===== src/rtl/ptp_tc_pkg.sv =====
package ptp_tc_pkg;
  typedef enum logic [1:0] {
    CKSRC_EXT = 2'd0,
    CKSRC_SYS = 2'd1,
    CKSRC_ALT = 2'd2,
    CKSRC_RTC = 2'd3
  } cksrc_e;

  typedef enum logic [1:0] {
    WR_ADDEND = 2'd0,
    WR_PERIOD = 2'd1,
    WR_CKSRC  = 2'd2,
    WR_LOAD   = 2'd3
  } wr_sel_e;
endpackage


===== src/rtl/ptp_cfg_regs.sv =====
module ptp_cfg_regs
  import ptp_tc_pkg::*;
#(
  parameter int FRAC_W     = 32,
  parameter int PERIOD_W   = 8,
  parameter int DATA_W     = 64,
  parameter int DEF_PERIOD = 10
) (
  input  logic                clk_i,
  input  logic                rst_ni,
  input  logic                wr_en_i,
  input  logic [1:0]          wr_sel_i,
  input  logic [DATA_W-1:0]   wr_data_i,
  output logic [FRAC_W-1:0]   addend_o,
  output logic [PERIOD_W-1:0] period_o,
  output logic [1:0]          cksrc_o,
  output logic                load_o,
  output logic [DATA_W-1:0]   load_val_o
);
  logic [FRAC_W-1:0]   addend_q;
  logic [PERIOD_W-1:0] period_q;
  cksrc_e              cksrc_q;

  always_ff @(posedge clk_i or negedge rst_ni) begin
    if (!rst_ni) begin
      addend_q <= '1;
      period_q <= PERIOD_W'(DEF_PERIOD);
      cksrc_q  <= CKSRC_SYS;
    end else if (wr_en_i) begin
      unique case (wr_sel_e'(wr_sel_i))
        WR_ADDEND: addend_q <= wr_data_i[FRAC_W-1:0];
        WR_PERIOD: period_q <= wr_data_i[PERIOD_W-1:0];
        WR_CKSRC:  cksrc_q  <= cksrc_e'(wr_data_i[1:0]);
        default:   ;
      endcase
    end
  end

  assign addend_o   = addend_q;
  assign period_o   = period_q;
  assign cksrc_o    = cksrc_q;
  assign load_o     = wr_en_i && (wr_sel_i == WR_LOAD);
  assign load_val_o = wr_data_i;

  // only a reference-source write moves the code
  p_cksrc_hold_r7: assert property (@(posedge clk_i) disable iff (!rst_ni)
    !(wr_en_i && wr_sel_i == WR_CKSRC) |=> $stable(cksrc_o));
  // addend changes only through its own write
  p_addend_hold_r4: assert property (@(posedge clk_i) disable iff (!rst_ni)
    !(wr_en_i && wr_sel_i == WR_ADDEND) |=> $stable(addend_o));
endmodule


===== src/rtl/ptp_phase_accum.sv =====
module ptp_phase_accum #(
  parameter int FRAC_W = 32
) (
  input  logic              clk_i,
  input  logic              rst_ni,
  input  logic [FRAC_W-1:0] addend_i,
  input  logic              clear_i,
  output logic              carry_o
);
  logic [FRAC_W-1:0] acc_q;
  logic [FRAC_W:0]   sum;

  assign sum     = {1'b0, acc_q} + {1'b0, addend_i};
  assign carry_o = sum[FRAC_W];

  always_ff @(posedge clk_i or negedge rst_ni) begin
    if (!rst_ni)      acc_q <= '0;
    else if (clear_i) acc_q <= '0;
    else              acc_q <= sum[FRAC_W-1:0];
  end

  // a load leaves the fraction at zero
  p_clear_r6: assert property (@(posedge clk_i) disable iff (!rst_ni)
    clear_i |=> acc_q == '0);
  // a zero addend can never carry out of a zero fraction
  p_zero_add_r2: assert property (@(posedge clk_i) disable iff (!rst_ni)
    (acc_q == '0 && addend_i == '0) |-> !carry_o);
endmodule


===== src/rtl/ptp_ns_counter.sv =====
module ptp_ns_counter #(
  parameter int TIME_W   = 64,
  parameter int PERIOD_W = 8
) (
  input  logic                clk_i,
  input  logic                rst_ni,
  input  logic                load_i,
  input  logic [TIME_W-1:0]   load_val_i,
  input  logic                step_i,
  input  logic [PERIOD_W-1:0] period_i,
  output logic [TIME_W-1:0]   time_o,
  output logic                tick_o
);
  logic [TIME_W-1:0] time_q;
  logic              tick_q;

  always_ff @(posedge clk_i or negedge rst_ni) begin
    if (!rst_ni) begin
      time_q <= '0;
      tick_q <= 1'b0;
    end else begin
      tick_q <= step_i && !load_i;
      if (load_i)      time_q <= load_val_i;
      else if (step_i) time_q <= time_q + TIME_W'(period_i);
    end
  end

  assign time_o = time_q;
  assign tick_o = tick_q;

  p_advance_r2: assert property (@(posedge clk_i) disable iff (!rst_ni)
    (step_i && !load_i) |=> time_o == $past(time_o) + TIME_W'($past(period_i)));
  p_hold_r2: assert property (@(posedge clk_i) disable iff (!rst_ni)
    (!step_i && !load_i) |=> $stable(time_o) && !tick_o);
  p_load_r6: assert property (@(posedge clk_i) disable iff (!rst_ni)
    load_i |=> time_o == $past(load_val_i) && !tick_o);
  p_tick_r3: assert property (@(posedge clk_i) disable iff (!rst_ni)
    tick_o |-> time_o == $past(time_o) + TIME_W'($past(period_i)));
endmodule


===== src/rtl/ptp_time_counter.sv =====
module ptp_time_counter #(
  parameter int TIME_W     = 64,
  parameter int FRAC_W     = 32,
  parameter int PERIOD_W   = 8,
  parameter int DEF_PERIOD = 10
) (
  input  logic              clk_i,
  input  logic              rst_ni,
  input  logic              wr_en_i,
  input  logic [1:0]        wr_sel_i,
  input  logic [TIME_W-1:0] wr_data_i,
  output logic [TIME_W-1:0] time_o,
  output logic              tick_o,
  output logic [1:0]        cksrc_o
);
  logic [FRAC_W-1:0]   addend;
  logic [PERIOD_W-1:0] period;
  logic                load;
  logic [TIME_W-1:0]   load_val;
  logic                carry;

  ptp_cfg_regs #(
    .FRAC_W(FRAC_W), .PERIOD_W(PERIOD_W), .DATA_W(TIME_W), .DEF_PERIOD(DEF_PERIOD)
  ) u_cfg (
    .clk_i, .rst_ni, .wr_en_i, .wr_sel_i, .wr_data_i,
    .addend_o(addend), .period_o(period), .cksrc_o,
    .load_o(load), .load_val_o(load_val)
  );

  ptp_phase_accum #(.FRAC_W(FRAC_W)) u_acc (
    .clk_i, .rst_ni, .addend_i(addend), .clear_i(load), .carry_o(carry)
  );

  ptp_ns_counter #(.TIME_W(TIME_W), .PERIOD_W(PERIOD_W)) u_cnt (
    .clk_i, .rst_ni, .load_i(load), .load_val_i(load_val),
    .step_i(carry), .period_i(period), .time_o, .tick_o
  );
endmodule


===== config.mk =====
export PLATFORM = sky130hd
export DESIGN_NAME = ptp_time_counter
export DESIGN_NICKNAME = d
export VERILOG_FILES = /design/src/rtl/ptp_tc_pkg.sv /design/src/rtl/ptp_cfg_regs.sv /design/src/rtl/ptp_phase_accum.sv /design/src/rtl/ptp_ns_counter.sv /design/src/rtl/ptp_time_counter.sv
export SDC_FILE = /design/constraint.sdc
export NUM_CORES = 1
export LEC_CHECK = 0
export ABC_AREA = 1
export CAP_MARGIN = 20
export CELL_PAD_IN_SITES_DETAIL_PLACEMENT = 1
export CELL_PAD_IN_SITES_GLOBAL_PLACEMENT = 1
export CORE_ASPECT_RATIO = 0.8
export CORE_UTILIZATION = 36
export DETAILED_ROUTE_END_ITERATION = 7
export GPL_TIMING_DRIVEN = 0
export PLACE_DENSITY = 0.75
export SKIP_LAST_GASP = 1
export SLEW_MARGIN = 5
export SYNTH_ARGS = -nofsm -noshare
export SYNTH_HDL_FRONTEND = slang
export SYNTH_SLANG_ARGS = --single-unit
export TNS_END_PERCENT = 30

===== constraint.sdc =====
create_clock -name clk_i -period 2.4 [get_ports clk_i]
set_input_delay 0.48 -clock clk_i [delete_from_list [all_inputs] [get_ports clk_i]]
set_output_delay 0.48 -clock clk_i [all_outputs]
set_load 0.005 [all_outputs]

==> impl_metrics.env, run 1 <==
export IMPL_status="finished, final reports clean"
export IMPL_clk_latency_ns=0.45
export IMPL_final_antenna_net_count=0
export IMPL_rr_worst_depth=15
export IMPL_synth_cells=1553
export IMPL_crit_path_top_delay_cell="dfstp_2"
export IMPL_finalPower_w=0.01638
export IMPL_seq_area_frac_synth_pct=34.71
export IMPL_critical_path_arrival_ns=2.71
export IMPL_startpoint="u_cfg.addend_o[7]"
export IMPL_grt_pass1_wl_um=63520
export IMPL_yosys_warnings=0
export IMPL_cts_root_buffer="clkbuf_16"
export IMPL_cts_clk_slew_worst_paths_ns=0.07
export IMPL_p_leak_nw=6.153
export IMPL_setup_tns_ns=0
export IMPL_worst_path_buf_inv=4
export IMPL_post_place_cells=2053
export IMPL_period_share_pct=96.82
export IMPL_grt_max_degree=84
export IMPL_routedWlPerCell_um=19.82
export IMPL_r2r_end="u_cnt.time_o[1]"
export IMPL_ys_types=30
export IMPL_dieArea_um2=28860
export IMPL_cp_cell_sequence="ha_1 -> nand2_2 -> inv_1 -> a21oi_2 -> nand2_4 -> nand2_2 -> nand2_2 -> nand2_4 -> nand2_2 -> nor2_4 -> buf_6 -> buf_16 -> buf_4 -> nand2_1 -> nand3_2"
export IMPL_relSlewSlack_pct=45.95
export IMPL_place_congestion=0.9609
export IMPL_rsz0062_at_grt="yes"
export IMPL_worst_pin_slew_ns=0.8108
export IMPL_cts_htree_levels=4
export IMPL_antenna_found_initial=0
export IMPL_cts_inserted_buffers=17
export IMPL_port_buffer_count=135
export IMPL_finalMaxSlewViolations=0
export IMPL_ios=136
export IMPL_wl_um=41580
export IMPL_critPathKind="register to register"
export IMPL_r2r_start="u_cfg.addend_o[7]"
export IMPL_cpPeakStageDelay_ns=0.54
export IMPL_grt_pass1_vias=10900
export IMPL_std_cell_rows=54
export IMPL_core_area_um2=27500
export IMPL_yosys_most_used_dff="dfrtp_1"
export IMPL_synth_area_um2=10150
export IMPL_yosysMostFrequentCell="nand2_1"
export IMPL_finalNetCount=1832
export IMPL_whs_path_depth=2
export IMPL_yosys_area_top_type="dfrtp_1"
export IMPL_tritoncts="yes"
export IMPL_dr_total_vias=10960
export IMPL_async_reset_ff_share_pct=100.0
export IMPL_viasPerCell=5.225
export IMPL_diodes=0
export IMPL_period_needed_ns=2.324
export IMPL_dpl_hpwl_um=32610
export IMPL_drtIter0Drc=704
export IMPL_drc_errors=0
export IMPL_chipWidth_um=189.7
export IMPL_holdCritPathClass="register to register"
export IMPL_instances_no_fill=2098
export IMPL_synth_top_area_share_pct=25.65
export IMPL_clkSinkCount=139
export IMPL_hold_violations=0
export IMPL_setup_viol=0
export IMPL_ys_top_cells_by_count="nand2_1 (633), nor2_1 (182), inv_1 (165)"
export IMPL_grtUsageTotal_pct=29.19
export IMPL_reg2reg_slack_ns=0.08
export IMPL_synthTopCellsByArea="dfrtp_1 (26%), nand2_1 (23%), dfstp_2 (9.1%), nor2_1 (6.7%), nand3_1 (6.3%)"
export IMPL_p_per_area_nw_per_um2=1247
export IMPL_synth_edff_count=0
export IMPL_drive_above_1_share_pct=11.01
export IMPL_ys_ff_latch=139
export IMPL_start_util_pct=36.90
export IMPL_min_to="u_cfg.addend_o[3]"
export IMPL_die_h_um=152.2
export IMPL_syn_to_final_growth_pct=29.46
export IMPL_syn_mean_instance_area_um2=6.533
export IMPL_crit_required_ns=2.79
export IMPL_min_from="u_cfg.addend_o[3]"
export IMPL_finClkSkew_ns=0.01038
export IMPL_max_freq_ghz=0.4304
export IMPL_syn_nets=1664
export IMPL_drv_cap=0
export IMPL_endpoint_kind="register"
export IMPL_max_vdd_ir_drop_mv=0.6720
export IMPL_firstDrtPassIters=7
export IMPL_critPathLaunchType="register"
export IMPL_cts_buffer_depth=2
export IMPL_cpLargestDelayFamily="simple AND/OR/NAND/NOR gates"
export IMPL_crit_top_cell="nand2_2"
export IMPL_overflow=0
export IMPL_crit_fanout=5
-- how the worst max path moves through the flow --
stage / slack, ns / cells past startpoint / endpoint
finish: 0.08 / 15 / u_cnt.time_o[1]
global placement: -5.26 / 1 / u_cnt.tick_o
detailed placement: -0.55 / 7 / u_cnt.time_o[50]
CTS: -0.02 / 15 / u_cnt.time_o[1]
global route: -0.06 / 14 / u_cnt.time_o[13]
floorplan: 0.21 / 15 / u_cnt.time_o[46]
-- cell usage in the layout (no fill, tap or decap), types with 12 or more instances in the layout --
master             n
nand2_2           19
nand3_1          124
nand4_1           19
nor2_1           174
dfstp_2           35
o21ai_0           45
clkbuf_16         17
mux2_2            23
xor2_1            26
a21oi_1           48
clkdlybuf4s50_1  134
nand3b_1          14
dfrtp_1          104
clkbuf_1          12
nand2_1          608
inv_1            164
nor3_1            14
ha_4              12
ha_1              23
-- worst register-to-register path: cells and delay by family, from the launching register on --
kind / cells / cell delay (ns)
AOI/OAI and AO/OA: 1 / 0.18
and+or+nand+nor: 9 / 0.84
buffers and inverters: 4 / 0.43
adders and majority gates: 1 / 0.28
DFF: 1 / 0.54
-- area by class of cell --
type,instances,area (um^2)
plain buffers,28,236.5
inverters,166,623.1
repair buffers,149,1520
clock buffers,24,511.7
clock inverters,8,81.33
multi-input cells,1220,6185
well taps,364,455.4
flip-flops and latches,139,3522
fillers,3595,14360
-- power by group --
| group | total (W) | internal (W) | switching (W) |
|---|---|---|---|
| clock | 0.00277 | 0.00160 | 0.00117 |
| sequential | 0.00451 | 0.00333 | 0.00118 |
| combinational | 0.00911 | 0.00393 | 0.00517 |
| total | 0.0164 | 0.00886 | 0.00752 |
-- flip-flops by register name, indices dropped and copies added (netlist names) --
signal,cells
u_cfg.period_o,8
u_acc.acc_q,32
u_cnt.tick_o,1
u_cnt.time_o,64
u_cfg.cksrc_o,2
u_cfg.addend_o,32
-- per-layer routing --
metal	part of all wire, %	global-route usage, %	wire [um]
met3	7.1	7.854	2970
met1	50	43.11	20640
met5	0	0	0
met2	42	42.07	17390
met4	1.4	6.375	583
-- logic make-up after synthesis --
kind of cell	synth area share [%]
AND/OR/NAND/NOR	40.19
buffers and inverters	8.028
flip-flops	34.71
XOR/XNOR	3.021
adder cells (fa/ha/maj)	5.327
multiplexers	2.553
AO/OA/AOI/OAI	6.166
-- through the flow --
| step | worst slack, ns | hold WS [ns] | area [um^2] | util (%) |
|---|---|---|---|---|
| 4_1_cts | -0.02256 | 0.5007 | 12750 | 46.36 |
| 2_1_floorplan | 0.2096 | 0.1844 | 10150 | - |
| 6_report | 0.07636 | 0.4952 | 13140 | 47.77 |
| 3_3_place_gp | -5.259 | 0.4682 | 11950 | 43.47 |
| 5_1_grt | -0.06017 | 0.5364 | 13140 | 47.77 |
| 3_5_place_dp | -0.5550 | 0.4566 | 11990 | 43.58 |
-- timing repair --
action                                  4_1_cts  5_1_grt
endpoints found under the setup margin       65       71
cloned                                        1        0
hold buffers                                  1        0
gates resized for setup                      22       84
setup buffers                                 6        5
pin swaps                                     3       16
endpoints found under the hold margin        24        0
No activity file was read; power rests on OpenSTA's default activity.
==> inputs of run 2 (changes only) <==
--- a/config.mk
+++ b/config.mk
@@ -10,10 +10,11 @@
 export CELL_PAD_IN_SITES_DETAIL_PLACEMENT = 1
 export CELL_PAD_IN_SITES_GLOBAL_PLACEMENT = 1
 export CORE_ASPECT_RATIO = 0.8
-export CORE_UTILIZATION = 36
+export CORE_UTILIZATION = 37
+export CTS_BUF_LIST = sky130_fd_sc_hd__clkbuf_2 sky130_fd_sc_hd__clkbuf_4 sky130_fd_sc_hd__clkbuf_8
 export DETAILED_ROUTE_END_ITERATION = 7
 export GPL_TIMING_DRIVEN = 0
-export PLACE_DENSITY = 0.75
+export PLACE_DENSITY = 0.77
 export SKIP_LAST_GASP = 1
 export SLEW_MARGIN = 5
 export SYNTH_ARGS = -nofsm -noshare
==> run 2 against run 1 <==
- the run now ends with negative setup slack left
- cell count is 0.29% higher
- global-route usage grew 0.44 points
- sequential power is essentially flat
- register-to-register slack lost 0.12 ns
- design area increased by 0.85%
- first-iteration DRC count rose by 11%
- maximum frequency down 5.1%
- clock-buffer cell count is 6 lower
- die area is 2.7% lower
- largest cell class unchanged
==> impl_metrics.env, run 2 (synthesis results as in run 1) <==
export IMPL_antenna_found_initial=0
export IMPL_worst_pin_slew_ns=0.8394
export IMPL_layout_commonest_cell="nand2_1"
export IMPL_grtUsageTotal_pct=29.63
export IMPL_wl_um=42440
export IMPL_setup_slack_ns=-0.04751
export IMPL_cts_htree_levels=4
export IMPL_post_place_cells=2046
export IMPL_routedWlPerCell_um=20.17
export IMPL_finClkSkew_ns=0.01785
export IMPL_critPathLaunchType="register"
export IMPL_instances_no_fill=2104
export IMPL_drv_cap=0
export IMPL_r2r_start="u_cnt.time_o[13]"
export IMPL_reg2reg_slack_ns=-0.05
export IMPL_crit_required_ns=2.79
export IMPL_relSlewSlack_pct=44.04
export IMPL_critPathKind="register to register"
export IMPL_dpl_hpwl_um=32580
export IMPL_finalMaxSlewViolations=0
export IMPL_final_antenna_net_count=0
export IMPL_violations="negative setup slack"
export IMPL_fillers=3446
export IMPL_cts_inserted_buffers=17
export IMPL_place_congestion=0.9589
export IMPL_cts_clk_slew_worst_paths_ns=0.10
export IMPL_syn_to_final_growth_pct=30.56
export IMPL_min_to="u_cfg.cksrc_o[0]"
export IMPL_whs_path_depth=2
export IMPL_firstDrtPassIters=5
export IMPL_rsz0062_at_grt="yes"
export IMPL_crit_fanout=5
export IMPL_period_share_pct=102.0
export IMPL_multiInputGateArea_um2=6300
export IMPL_p_per_area_nw_per_um2=1248
export IMPL_hold_violations=0
export IMPL_finalNetCount=1845
export IMPL_r2r_end="u_cnt.time_o[45]"
export IMPL_core_area_um2=26590
export IMPL_port_buffer_count=135
export IMPL_min_from="u_cfg.cksrc_o[0]"
export IMPL_grt_pass1_wl_um=62460
export IMPL_drtIter0Drc=780
export IMPL_max_freq_ghz=0.4086
export IMPL_chipWidth_um=187.1
export IMPL_cts_root_buffer="clkbuf_8"
export IMPL_rr_worst_depth=11
export IMPL_die_h_um=150.1
export IMPL_mostFrequentLayoutCells="nand2_1 (607), nor2_1 (173), inv_1 (165), clkdlybuf4s50_1 (134), nand3_1 (120)"
export IMPL_grt_max_degree=86
export IMPL_period_needed_ns=2.448
export IMPL_drive_above_1_share_pct=12.36
export IMPL_holdCritPathClass="register to register"
export IMPL_fin_util_pct=49.81
export IMPL_dieArea_um2=28090
export IMPL_p_leak_nw=6.213
export IMPL_cts_buffer_depth=2
export IMPL_design_area_um2=13250
export IMPL_tritoncts="yes"
export IMPL_std_cell_rows=53
export IMPL_start_util_pct=38.15
export IMPL_viasPerCell=5.219
export IMPL_drc_errors=0
export IMPL_largest_reg_flops=64
export IMPL_critical_path_arrival_ns=2.84
export IMPL_diodes=0
export IMPL_setup_tns_ns=-0.04751
export IMPL_dr_total_vias=10980
export IMPL_seqCellArea_um2=3522
export IMPL_clk_latency_ns=0.49
export IMPL_grt_pass1_vias=10800
export IMPL_ios=136
export IMPL_endpoint_kind="register"
export IMPL_placed_cell_area_um2=11970
export IMPL_clkSinkCount=139
export IMPL_status="complete, but fails checks"
export IMPL_max_vdd_ir_drop_mv=0.4803
export IMPL_overflow=0
export IMPL_setup_viol=1
[run 2: worst max-delay path, cell delays in order (launching register included)]
cell and delay (ns):
dfrtp_1 0.52, nand2_1 0.11, nor2_1 0.28, nand2_1 0.26
nor2_1 0.41, inv_1 0.08, nor2_1 0.35, nand2_1 0.09
nand2_1 0.07, nand2_1 0.05, nand2_1 0.06, nand3_1 0.05
[run 2: layer usage]
layer / GRT usage [%] / wire length (um) / up-vias
li1: - / - / 5273
met1: 42.31 / 20380 / 5351
met2: 43.74 / 18010 / 323
met3: 8.858 / 3497 / 33
met4: 6.516 / 550 / 0
met5: 0 / 0 / -
[run 2: area by class of cell]
type | instances | share of cell area, %
tap | 357 | 3.372
multi-input combinational | 1220 | 47.56
timing repair buffer | 162 | 12.87
clock inverter | 14 | 1.266
clock buffer | 18 | 1.823
buffer | 28 | 1.814
inverter | 166 | 4.704
sequential | 139 | 26.59
[run 2: how the worst max path moves through the flow]
stage / startpoint / end / slack, ns
global placement: rst_ni / u_cnt.time_o[56] / -5.16
detailed placement: wr_sel_i[0] / u_cnt.time_o[38] / -0.57
floorplan: u_cfg.addend_o[0] / u_cnt.time_o[46] / 0.21
CTS: u_cnt.time_o[12] / u_cnt.time_o[55] / -0.03
finish: u_cnt.time_o[13] / u_cnt.time_o[45] / -0.05
global route: u_cfg.addend_o[7] / u_cnt.time_o[16] / -0.08
[run 2: where the power goes]
part	internal [W]	leakage, nW	switching, W
Clock	0.00104	0.203	0.00110
Combinational	0.00443	4.35	0.00543
Sequential	0.00333	1.66	0.00121
Total	0.00880	6.21	0.00774
[run 2: stage by stage]
stage / total power, W / hold slack (ns) / setup WS, ns
6_report: 0.01654 / 0.4910 / -0.04751
3_5_place_dp: 0.01243 / 0.4829 / -0.5706
2_1_floorplan: 0.009179 / 0.1844 / 0.2096
5_1_grt: 0.01775 / 0.5299 / -0.08302
4_1_cts: 0.01515 / 0.4968 / -0.02597
3_3_place_gp: 0.01210 / 0.4687 / -5.163
[run 2: timing repair]
action / CTS / global route
hold buffers: 1 / 0
pin swaps: 9 / 23
cloned: 2 / 5
buffers inserted: 11 / 7
gates resized for setup: 39 / 89
endpoints found under the setup margin: 65 / 71
hold endpoints to repair: 27 / 0
==> inputs of run 3 (changes only) <==
--- a/config.mk
+++ b/config.mk
@@ -10,6 +10,7 @@
 export CELL_PAD_IN_SITES_DETAIL_PLACEMENT = 1
 export CELL_PAD_IN_SITES_GLOBAL_PLACEMENT = 1
 export CORE_ASPECT_RATIO = 0.8
+export CORE_MARGIN = 5
 export CORE_UTILIZATION = 37
 export CTS_BUF_LIST = sky130_fd_sc_hd__clkbuf_2 sky130_fd_sc_hd__clkbuf_4 sky130_fd_sc_hd__clkbuf_8
 export DETAILED_ROUTE_END_ITERATION = 7
==> run 3 against run 2 <==
- the run still ends with negative setup slack left
- routed wire length up 1.3%
- total power up 4.8%
- maximum frequency down 4.3%
- largest power group unchanged
==> impl_metrics.env, run 3 (synthesis results as in run 1) <==
export IMPL_p_sw_share_pct=45.37
export IMPL_firstDrtPassIters=5
export IMPL_endpoint_kind="register"
export IMPL_dieArea_um2=30850
export IMPL_antenna_found_initial=0
export IMPL_grt_pass1_vias=10870
export IMPL_intPower_w=0.009469
export IMPL_dpl_hpwl_um=33110
export IMPL_critPathLaunchType="register"
export IMPL_max_vdd_ir_drop_mv=0.6569
export IMPL_p_comb_share_pct=59.5
export IMPL_cts_inserted_buffers=17
export IMPL_p_per_area_nw_per_um2=1279
export IMPL_overflow=0
export IMPL_layout_commonest_cell="nand2_1"
export IMPL_grtUsageTotal_pct=26.79
export IMPL_cts_root_buffer="clkbuf_8"
export IMPL_hold_violations=0
export IMPL_critical_path_arrival_ns=2.94
export IMPL_diodes=0
export IMPL_drc_errors=0
export IMPL_finalPower_w=0.01733
export IMPL_clkSinkCount=139
export IMPL_port_buffer_count=135
export IMPL_largest_reg_flops=64
export IMPL_clkPwrFrac_pct=14.2
export IMPL_dr_total_vias=11110
export IMPL_p_leak_nw=6.342
export IMPL_syn_to_final_growth_pct=33.57
export IMPL_critPathKind="register to register"
export IMPL_place_congestion=1.000
export IMPL_violations="negative setup slack"
export IMPL_post_place_cells=2053
export IMPL_ios=136
export IMPL_finalNetCount=1856
export IMPL_viasPerCell=5.234
export IMPL_holdCritPathClass="register to register"
export IMPL_die_h_um=158.1
export IMPL_wl_um=42970
export IMPL_relSlewSlack_pct=44.59
export IMPL_period_share_pct=106.6
export IMPL_period_needed_ns=2.558
export IMPL_mostFrequentLayoutCells="nand2_1 (600), nor2_1 (175), inv_1 (164), clkdlybuf4s50_1 (134), nand3_1 (121)"
export IMPL_seq_power_share_pct=26.3
export IMPL_cts_buffer_depth=2
export IMPL_setup_slack_ns=-0.1579
export IMPL_cts_clk_slew_worst_paths_ns=0.09
export IMPL_drtIter0Drc=806
export IMPL_cts_htree_levels=4
export IMPL_finClkSkew_ns=0.01393
export IMPL_chipWidth_um=195.1
export IMPL_power_net_switching_w=0.007865
export IMPL_status="complete, but fails checks"
export IMPL_finalMaxSlewViolations=0
export IMPL_drv_cap=0
export IMPL_rr_worst_depth=11
export IMPL_tritoncts="yes"
export IMPL_std_cell_rows=54
export IMPL_holdWs_ns=0.4893
export IMPL_instances_no_fill=2122
export IMPL_crit_fanout=6
export IMPL_clk_latency_ns=0.50
export IMPL_crit_required_ns=2.79
export IMPL_worst_pin_slew_ns=0.8312
export IMPL_core_area_um2=27160
export IMPL_grt_max_degree=89
export IMPL_whs_path_depth=2
export IMPL_start_util_pct=37.35
export IMPL_max_freq_ghz=0.3910
export IMPL_setup_viol=1
export IMPL_grt_pass1_wl_um=63480
export IMPL_drive_above_1_share_pct=13.14
export IMPL_routedWlPerCell_um=20.25
export IMPL_final_antenna_net_count=0
export IMPL_rsz0062_at_grt="yes"
export IMPL_preCtsSetupSlack_ns=-0.5420
run 3: cell count changes in the layout (fill, tap and decap cells not counted), sizes merged:
cell,previous run,this run
buf,37,46
clkbuf,36,42
inv,169,165
bufinv,3,5
clkinv,5,3
bufbuf,0,1
clkinvlp,3,2
run 3: worst max-delay path: stages, from the launching register on:
cell and delay, ns:
dfrtp_1 0.52, nand2_1 0.12, nor2_1 0.33, nand2_1 0.29, nor2_1 0.40, inv_1 0.08
nor2_1 0.35, nand2_1 0.09, nand2_1 0.07, nand2_1 0.05, nand2_1 0.07, nand3_1 0.06
run 3: metal layers:
metal | GRT usage [%] | up-vias | share of wire, %
met3 | 4.894 | 31 | 6.8
met5 | 0 | - | 0
met2 | 39.89 | 288 | 43
met4 | 5.484 | 0 | 1.0
li1 | - | 5289 | -
met1 | 40.70 | 5498 | 49
run 3: worst paths after layout:
check | from | end | slack [ns]
worst max-delay path | u_cnt.time_o[15] | u_cnt.time_o[45] | -0.16
worst min-delay path | u_cfg.cksrc_o[0] | u_cfg.cksrc_o[0] | 0.49
worst max register to register | u_cnt.time_o[15] | u_cnt.time_o[45] | -0.16
worst min register to register | u_cfg.cksrc_o[0] | u_cfg.cksrc_o[0] | 0.49
max in group asynchronous | rst_ni | u_cfg.addend_o[27] | 1.00
min in group asynchronous | rst_ni | u_cfg.cksrc_o[1] | 0.51
run 3: stage by stage:
stage / TNS (ns) / util (%) / instance area [um^2]
2_1_floorplan: 0 / - / 10150
3_3_place_gp: -669.18 / 44.01 / 11950
3_5_place_dp: -29.34 / 44.11 / 11980
4_1_cts: 0 / 47.09 / 12790
5_1_grt: -2.873 / 49.89 / 13550
6_report: -0.1579 / 49.89 / 13550
run 3: power groups by stage:
stage / clock [W] / sequential [W] / combinational (W)
3_3_place_gp: 0 / 0.00442 / 0.00773
3_5_place_dp: 0 / 0.00444 / 0.00806
2_1_floorplan: 0 / 0.00407 / 0.00511
5_1_grt: 0.00261 / 0.00468 / 0.0113
6_report: 0.00246 / 0.00456 / 0.0103
4_1_cts: 0.00248 / 0.00442 / 0.00879
run 3: cell type report:
cell class                 instances  area (um^2)
tap                              364        455.4
inverter                         166        623.1
fill                            3523        13610
clock inverter                     9        182.7
multi-input combinational       1220         6367
clock buffer                      23        310.3
timing repair buffer             174         1838
buffer                            27        252.7
sequential                       139         3522
run 3: timing repair:
action	CTS	global route
gates cloned	1	6
hold endpoints to repair	43	0
pin swaps	8	25
hold buffers	1	0
gates resized for setup	42	98
buffers inserted	13	17
setup endpoints to repair	66	74
